==> src/rtl/frac_clk_div.sv <==
module frac_clk_div #(
  parameter int INT_W  = 5,
  parameter int FRAC_W = 5
) (
  input  logic                    clk,
  input  logic                    rst,
  input  logic [INT_W+FRAC_W-1:0] ratio_i,
  output logic                    pulse_o,
  output logic                    long_o
);

  localparam int CNT_W = INT_W + 1;
  localparam logic [CNT_W-1:0] CNT_MAX = CNT_W'(2 ** INT_W);

  logic [INT_W-1:0]  int_f;
  logic [FRAC_W-1:0] frac_f;
  logic [CNT_W-1:0]  int_eff;
  logic [CNT_W-1:0]  cnt_q;
  logic [FRAC_W-1:0] acc_q;
  logic [FRAC_W:0]   acc_sum;
  logic              carry;
  logic              boundary;
  logic              long_q;

  assign int_f    = ratio_i[INT_W+FRAC_W-1:FRAC_W];
  assign frac_f   = ratio_i[FRAC_W-1:0];
  assign int_eff  = (int_f == '0) ? CNT_W'(1) : {1'b0, int_f};
  assign acc_sum  = {1'b0, acc_q} + {1'b0, frac_f};
  assign carry    = acc_sum[FRAC_W];
  assign boundary = (cnt_q == CNT_W'(1));

  always_ff @(posedge clk) begin
    if (rst) begin
      cnt_q  <= int_eff;
      acc_q  <= '0;
      long_q <= 1'b0;
    end else if (boundary) begin
      cnt_q  <= int_eff + {{(CNT_W-1){1'b0}}, carry};
      acc_q  <= acc_sum[FRAC_W-1:0];
      long_q <= carry;
    end else begin
      cnt_q  <= cnt_q - CNT_W'(1);
    end
  end

  assign pulse_o = boundary & ~rst;
  assign long_o  = long_q;

  AST_CNT_RANGE: assert property (@(posedge clk) disable iff (rst)
    (cnt_q != '0) && (cnt_q <= CNT_MAX));

  AST_COUNT_DOWN: assert property (@(posedge clk) disable iff (rst)
    !pulse_o |=> cnt_q == $past(cnt_q) - CNT_W'(1));

  AST_LONG_HOLD: assert property (@(posedge clk) disable iff (rst)
    !pulse_o |=> $stable(long_o));

  AST_FRAC_ZERO: assert property (@(posedge clk) disable iff (rst)
    (pulse_o && frac_f == '0) |=> !long_o);

  AST_UNIT_RATE: assert property (@(posedge clk) disable iff (rst)
    (pulse_o && int_f <= INT_W'(1) && frac_f == '0) |=> pulse_o);

endmodule

==> config.mk <==
export PLATFORM = sky130hd
export DESIGN_NAME = frac_clk_div
export DESIGN_NICKNAME = d
export VERILOG_FILES = /design/src/rtl/frac_clk_div.sv
export SDC_FILE = /design/constraint.sdc
export NUM_CORES = 1
export LEC_CHECK = 0
export BUFFER_PORTS_ARGS = -buffer_cell sky130_fd_sc_hd__clkbuf_2
export CORE_UTILIZATION = 55
export CTS_BUF_LIST = sky130_fd_sc_hd__clkbuf_4 sky130_fd_sc_hd__clkbuf_8
export CTS_CLUSTER_DIAMETER = 80
export DETAILED_ROUTE_END_ITERATION = 10
export PLACE_DENSITY_LB_ADDON = 0.08
export SYNTH_ARGS = -nofsm -noshare
export SYNTH_HDL_FRONTEND = slang
export SYNTH_SLANG_ARGS = --single-unit
==> constraint.sdc <==
create_clock -name clk -period 6 [get_ports clk]
set_input_delay 0 -clock clk [delete_from_list [all_inputs] [get_ports clk]]
set_output_delay 0 -clock clk [all_outputs]
set_load 0.02 [all_outputs]
# --- After elaboration in Yosys (flattened, before gate mapping) ---
# Cells that the tools add are included.
classes:
  n_addsub: 3
  multipliers: 0
  div: 0
  order_cmp: 0
  eq_ne: 1
  shift: 0
  muxes: 3
  bitwise: 2
  reduce_logical: 1
ops:
  columns: ["op", "count"]
  rows:
  - ["$mux 6", 2]
  - ["$add 5x1->6", 1]
  - ["$add 5x5->6", 1]
  - ["$eq 6x1->1 const B", 1]
  - ["$sub 6x1->6 const B", 1]
  - ["$logic_not 5->1", 1]
  - ["$mux 5", 1]
  - ["$and 1x1->1", 1]
  - ["$not 1->1", 1]
totals:
  reg_bits: 12
  latchBits: 0
  mem_bits_rw: 0
  rom_bits: 0
  inputBits: 12
  out_inout_bits: 2
  elab_cells: 13
  n_memories: 0

# --- Logic depth before layout (Yosys ltp) ---
# Gate-level depths: netlist of the first run.
depth:
  ltp_word: 5
  depth_mapped: 11
  mapped_depth_nobuf: 11

# --- Least setup slack after synthesis of the first run ---
# OpenSTA, ideal clock, no wires.
synth_path:
  path_kind: "flip-flop to flip-flop"
  start: "register acc_q[1]"
  end: "register cnt_q[4]"
  setup_ns: 0.133
  arrival_ns: 2.184
  required_time_ns: 5.867
  slack_ns: 3.683
  path_stages_with_launch: 12
  n_path_buf: 0
  synth_period_minus_slack_ns: 2.317
  path_cell_list: "dfxtp_1 ha_1 a21o_1 o21ba_2 o21ai_0 nand2b_1 ha_1 ha_1 nand3_1 nor2_1 a221oi_1 o22ai_1"
synth_via:
  elab_chain_cells: 4
synth_lines:
  columns: ["item", "line", "rtl"]
  rows:
  - ["from (decl)", "19", "logic [FRAC_W-1:0] acc_q;"]
  - ["from (signal assigned)", "39", "acc_q <= acc_sum[FRAC_W-1:0];"]
  - ["$add 5x5->6", "28", "assign acc_sum = {1'b0, acc_q} + {1'b0, frac_f};"]
  - ["net acc_sum[5]", "20", "logic [FRAC_W:0] acc_sum;"]
  - ["$add 5x1->6", "38", "cnt_q <= int_eff + {{(CNT_W-1){1'b0}}, carry};"]
  - ["$mux 6", "37", "end else if (boundary) begin"]
  - ["$mux 6", "33", "if (rst) begin"]
  - ["to (signal assigned)", "34", "cnt_q <= int_eff;"]
  - ["to (signal assigned)", "38", null]
  - ["to (signal assigned)", "42", "cnt_q <= cnt_q - CNT_W'(1);"]
  - ["to (decl)", "18", "logic [CNT_W-1:0] cnt_q;"]
# The timed path passes the listed nets, and every way through them passes these cells.
# A chain may end at the register's enable or synchronous reset.

# --- Worst setup path in the final report of the first run ---
# Ends and elaborated chain as after synthesis.

==> impl_metrics.json, run 1 <==
{
  "fmax_mhz": 400,
  "synth_fp_nets": 118,
  "min_path_type": "input port to flip-flop",
  "synth_seq_cells": 12,
  "crit_type": "flip-flop to flip-flop",
  "grt_usage": 0.195,
  "gp_congestion": 0.806,
  "dieArea_um2": 1750,
  "post-dp-hpwl_um": 1230,
  "first_pass_iters": 4,
  "synth-seq-area-share": 0.275,
  "finalSetupTns_ns": 0,
  "period_share": 0.417,
  "cts-root-buf": "clkbuf_4",
  "vias_per_cell": 5.80,
  "drv_slew": 0,
  "critPathSlowestCell": "dfxtp_1",
  "regToRegSetupSlack_ns": 3.50,
  "crit_buf_inv": 0,
  "tightest_slew_ns": 0.620,
  "hold_viol_final": 0,
  "syn_avg_cell_area_um2": 9.11,
  "fin_crit_ns": 2.50,
  "combPwrFrac": 0.299,
  "clkLatencyLatePin_ns": 0.27,
  "netlist_instances": 96,
  "cts_buffers": 3,
  "rsz0062_at_grt": "no",
  "ys.flop_type": "dfxtp_1",
  "critPathRequiredTime_ns": 6.15,
  "cts_sinks": 12,
  "synthArstFlopShare": 0,
  "h-tree-depth": 1,
  "cp_cell_sequence": "ha_1 > a21o_1 > o21ba_2 > o21ai_0 > nand2b_1 > ha_1 > ha_1 > nand3_1 > nor2_1 > a221oi_1 > o22ai_1",
  "drt_iter0_markers": 4,
  "ant_nets": 0,
  "io_buffers": 13,
  "cp-start-kind": "flip-flop",
  "drc": 0,
  "ys_types": 41,
  "critical-path-top-delay-family": "compound AO/OA/AOI/OAI gates",
  "p_switching_mw": 0.0712,
  "cts_tree": "yes",
  "die_w_um": 41.9,
  "cp-end-kind": "flip-flop",
  "nets": 130,
  "p_clk_frac": 0.235,
  "clkTransAtPathRegs_ns": 0.07,
  "io_pins": 14,
  "vias": 707,
  "grt_pass1_vias": 617,
  "antenna_found_initial": 0,
  "num_rows": 14,
  "post-route-util": 0.627,
  "status": "completed",
  "setup_viol": 0,
  "ys_warn_count": 0,
  "syn_area_um2": 875,
  "swShare": 0.335,
  "maxCapViolCount": 0,
  "cpPeakStageDelay_ns": 0.38,
  "start_util": 0.587,
  "hold_buffers": 0,
  "post_cts_resized": 0,
  "clockBufferDepth": 2,
  "relSlewSlack": 0.586,
  "postCtsSetupBuffers": 0,
  "syn_to_final_growth_pct": 6.72,
  "p_leak_nw": 0.416,
  "crit_path_frequent_cell": "ha_1",
  "grt.overflow.total": 0,
  "grt_pass1_wl_um": 2630,
  "fin_skew_ns": 0.000602,
  "cp.arrival_ns": 2.65,
  "power_density_nw_per_um2": 228,
  "crit_fanout": 3,
  "synth-edff-count": 0,
  "wire_per_inst_um": 13.3,
  "antenna_cells": 0,
  "core_area_um2": 1490,
  "grt_max_degree": 21,
  "wl_um": 1620,
  "drive_gt1_frac": 0.255,
  "cell_internal_pwr_mw": 0.142,
  "die_y_um": 41.9,
  "ir_drop_v": 0.000148,
  "pwr-share-seq": 0.466
}
==> worst paths after layout <==
path / from / end / cells past startpoint
max: acc_q[1]$_SDFFE_PP0P_ / cnt_q[4]$_DFF_P_ / 11
min reg2reg: acc_q[0]$_SDFFE_PP0P_ / acc_q[0]$_SDFFE_PP0P_ / 2
min: ratio_i[9] / cnt_q[4]$_DFF_P_ / 3
max reg2reg: acc_q[1]$_SDFFE_PP0P_ / cnt_q[4]$_DFF_P_ / 11
==> state kept, by name, summed over array words and instances (netlist names) <==
name    cells
long_o      1
cnt_q       6
acc_q       5
==> cell type report <==
class | count | area, µm²
Sequential cell | 12 | 240
Clock buffer | 3 | 22.5
Multi-Input combinational cell | 73 | 567
Tap cell | 16 | 20.0
Fill cell | 137 | 556
Inverter | 5 | 18.8
Timing Repair Buffer | 13 | 65.1
==> synthesized netlist by cell type, types with 2 or more instances <==
| library cell | number | area [µm²] |
|---|---|---|
| a21o_1 | 2 | 15.0 |
| buf_2 | 2 | 10.0 |
| inv_1 | 5 | 18.8 |
| o22a_1 | 2 | 17.5 |
| o41ai_1 | 2 | 17.5 |
| dfxtp_1 | 12 | 240 |
| nor2_1 | 4 | 15.0 |
| a21oi_1 | 5 | 25.0 |
| o21ai_0 | 4 | 20.0 |
| xnor2_1 | 2 | 17.5 |
| a211oi_2 | 2 | 25.0 |
| xor2_1 | 2 | 17.5 |
| mux2_2 | 2 | 22.5 |
| nand2_1 | 5 | 18.8 |
| a21oi_2 | 2 | 17.5 |
| nand3_1 | 7 | 35.0 |
| nand3b_1 | 2 | 15.0 |
| nor2_2 | 2 | 12.5 |
| or4_1 | 2 | 15.0 |
| ha_1 | 9 | 113 |
==> kinds of logic (layout without fill, tap and decap cells) <==
logic type,Yosys count,in the layout,synth area share
multiplexers,2,2,0.0257
buffers and inverters,11,21,0.0772
adder cells (fa/ha/maj),10,10,0.152
AO/OA/AOI/OAI,26,26,0.216
AND/OR/NAND/NOR,31,31,0.215
XOR/XNOR,4,4,0.0401
flip-flops,12,12,0.275
==> tightest hold or removal path, stage by stage <==
cell	delay (ns)
clkbuf_2	0.11
inv_1	0.08
o22ai_1	0.06
==> cell usage in the layout, fill, tap and decap left out, types with 3 or more instances in the layout <==
cell,count
nand3_1,7
nor2_1,4
dfxtp_1,12
clkbuf_4,3
clkbuf_2,13
ha_1,9
o21ai_0,4
inv_1,5
nand2_1,5
a21oi_1,5
==> per-layer routing <==
layer  vias to the layer above  track usage  routed length, µm
li1                        376            -                  -
met1                       310        0.290                852
met2                        17        0.263                676
met3                         4       0.0391                 58
met4                         0        0.103                 29
met5                         -            0                  0
==> metrics by stage <==
step                power (mW)  area, µm²  setup WS, ns  instances  hold WS, ns
floorplan                0.152        875          3.68         96        0.119
finish                   0.213        933          3.50        122       0.0262
global placement         0.163        911          3.60        119        0.288
CTS                      0.214        933          3.47        122       0.0108
global route             0.225        933          3.27        122       0.0354
detailed placement       0.164        911          3.49        119        0.301
==> power groups by stage <==
stage | combinational (mW) | sequential, mW | clock, mW
finish | 0.0637 | 0.0991 | 0.0501
global route | 0.0706 | 0.100 | 0.0541
CTS | 0.0634 | 0.0990 | 0.0518
detailed placement | 0.0629 | 0.101 | 0
global placement | 0.0625 | 0.101 | 0
floorplan | 0.0525 | 0.0994 | 0
(Power assumes the default switching activity.)
==> inputs of run 2 (changes only) <==
clock period = 2.6 ns   (was 6 ns; I/O delays follow)
==> run 2 against run 1 <==
Sequential power grew 130%. Clock power grew to 3.0 times the previous value. Fmax grew 5.9%. Power grew to 2.5 times the previous value. Utilization grew 3.0 points. Clock-buffer cell count grew 1. Sequential share of layout area shrank 1.2 points. Hold slack gained 0.013 ns. Global-route usage shrank 1.1 points. Non-clock buffer count grew 3. Wire length shrank 3.5%. Highest routed layer unchanged.
==> impl_metrics.json, run 2 (same netlist as run 1, synthesis figures left out) <==
{
  "cp_cell_sequence": "ha_1 > a21o_1 > o21ba_2 > o21ai_2 > nand2b_1 > ha_1 > ha_1 > nand3_1 > nor2_1 > a221oi_1 > o22ai_1",
  "regArea_um2": 240,
  "final_common_cell": "clkbuf_2",
  "fin_crit_ns": 2.36,
  "critical-path-top-delay-family": "compound AO/OA/AOI/OAI gates",
  "drive_gt1_frac": 0.273,
  "worstReg2RegEnd": "cnt_q[4]$_DFF_P_",
  "antenna_found_initial": 0,
  "regToRegSetupSlack_ns": 0.24,
  "cts_sinks": 12,
  "cp-start-kind": "flip-flop",
  "crit_buf_inv": 0,
  "dp_cells": 120,
  "drc": 0,
  "fin_skew_ns": 0.00846,
  "rr_worst_depth": 11,
  "antenna_cells": 0,
  "grt_usage": 0.184,
  "num_rows": 14,
  "cpPeakStageDelay_ns": 0.38,
  "start_util": 0.587,
  "grt_max_degree": 21,
  "hold_end": "cnt_q[2]$_DFF_P_",
  "hold_viol_final": 0,
  "setup_viol": 0,
  "holdWs_ns": 0.0389,
  "period_share": 0.908,
  "core_area_um2": 1490,
  "critPathRequiredTime_ns": 2.76,
  "clkTransAtPathRegs_ns": 0.09,
  "wl_um": 1560,
  "power_density_nw_per_um2": 546,
  "wire_per_inst_um": 12.4,
  "critPathSlowestCell": "dfxtp_1",
  "post-dp-hpwl_um": 1190,
  "drv_slew": 0,
  "ant_nets": 0,
  "cp-end-kind": "flip-flop",
  "relSlewSlack": 0.610,
  "fill_cells": 128,
  "fmax_mhz": 423,
  "ir_drop_v": 0.000451,
  "p_leak_nw": 0.437,
  "tightest_slew_ns": 0.585,
  "postCtsSetupBuffers": 0,
  "h-tree-depth": 1,
  "crit_type": "flip-flop to flip-flop",
  "io_pins": 14,
  "fin_ws_ns": 0.238,
  "dieArea_um2": 1750,
  "clkLatencyLatePin_ns": 0.27,
  "crit_fanout": 3,
  "grt_pass1_vias": 586,
  "die_y_um": 41.9,
  "reg2reg_from": "acc_q[1]$_SDFFE_PP0P_",
  "gp_congestion": 0.790,
  "pre_cts_ws_ns": 0.117,
  "grt_pass1_wl_um": 2470,
  "multiInputGateArea_um2": 571,
  "whs_path_depth": 2,
  "status": "completed",
  "vias": 744,
  "grt.overflow.total": 0,
  "drt_iter0_markers": 39,
  "first_pass_iters": 4,
  "vias_per_cell": 5.90,
  "min_path_type": "input port to flip-flop",
  "clockBufferDepth": 2,
  "fin_cells": 126,
  "largest_register_ffs": 6,
  "regMostFlops": "cnt_q",
  "post-route-util": 0.657,
  "cts-root-buf": "clkbuf_4",
  "cp.arrival_ns": 2.52,
  "finalSetupTns_ns": 0,
  "cts_buffers": 3,
  "syn_to_final_growth_pct": 11.9,
  "die_w_um": 41.9,
  "nets": 133,
  "layout_common_cells": "13 x clkbuf_2, 12 x dfxtp_1, 9 x ha_1, 7 x nand3_1",
  "cts_tree": "yes",
  "rsz0062_at_grt": "no",
  "maxCapViolCount": 0,
  "hold_start": "ratio_i[7]",
  "crit_path_frequent_cell": "ha_1",
  "io_buffers": 13
}
==> run 2: changes by cell type in the layout (fill, tap and decap cells not counted) <==
cell           delta
dlygate4sd3_1     +2
buf_4             +1
clkbuf_8          +1
o21ai_0           -1
o21ai_2           +1
==> run 2: worst max-delay path by stage <==
stage / endpoint / slack [ns] / depth (start not counted) / startpoint
2_1_floorplan: cnt_q[4]$_DFF_P_ / 0.28 / 11 / acc_q[1]$_SDFFE_PP0P_
3_3_place_gp: cnt_q[4]$_DFF_P_ / 0.20 / 11 / acc_q[1]$_SDFFE_PP0P_
3_5_place_dp: cnt_q[4]$_DFF_P_ / 0.12 / 11 / acc_q[1]$_SDFFE_PP0P_
4_1_cts: cnt_q[4]$_DFF_P_ / 0.10 / 11 / acc_q[2]$_SDFFE_PP0P_
5_1_grt: cnt_q[4]$_DFF_P_ / 0.03 / 11 / acc_q[2]$_SDFFE_PP0P_
6_report: cnt_q[4]$_DFF_P_ / 0.24 / 11 / acc_q[1]$_SDFFE_PP0P_
==> run 2: power by group <==
group / switching [mW] / total [mW] / internal, mW
sequential: 0.0238 / 0.229 / 0.206
clock: 0.0659 / 0.151 / 0.0851
combinational: 0.0794 / 0.154 / 0.0744
==> run 2: cell type report <==
type,instances,area share
repair buffers,16,0.0946
multi-input cells,73,0.583
flip-flops and latches,12,0.246
inverters,5,0.0192
well taps,16,0.0205
clock buffers,4,0.0371
==> run 2: per-layer routing <==
layer,track usage,vias up,wire (µm)
met1,0.273,332,769
met3,0.0261,3,100
met5,0,-,0
met2,0.259,28,678
li1,-,381,-
met4,0.0903,0,11
==> run 2: repair_timing <==
item	in CTS	in global routing
gates resized for setup	0	2
endpoints found under the hold margin	2	0
setup endpoints to repair	0	2
hold buffers	2	0
==> run 2: worst reg2reg max path: stages (launching register included) <==
cell and delay, ns:
dfxtp_1 0.38, ha_1 0.24, a21o_1 0.19, o21ba_2 0.21, o21ai_2 0.14, nand2b_1 0.08
ha_1 0.24, ha_1 0.23, nand3_1 0.11, nor2_1 0.05, a221oi_1 0.27, o22ai_1 0.11
==> run 2: through the flow <==
stage | power, mW | instance area (µm²)
finish | 0.534 | 978
floorplan | 0.351 | 875
detailed placement | 0.383 | 918
global placement | 0.381 | 918
CTS | 0.538 | 975
global route | 0.565 | 978
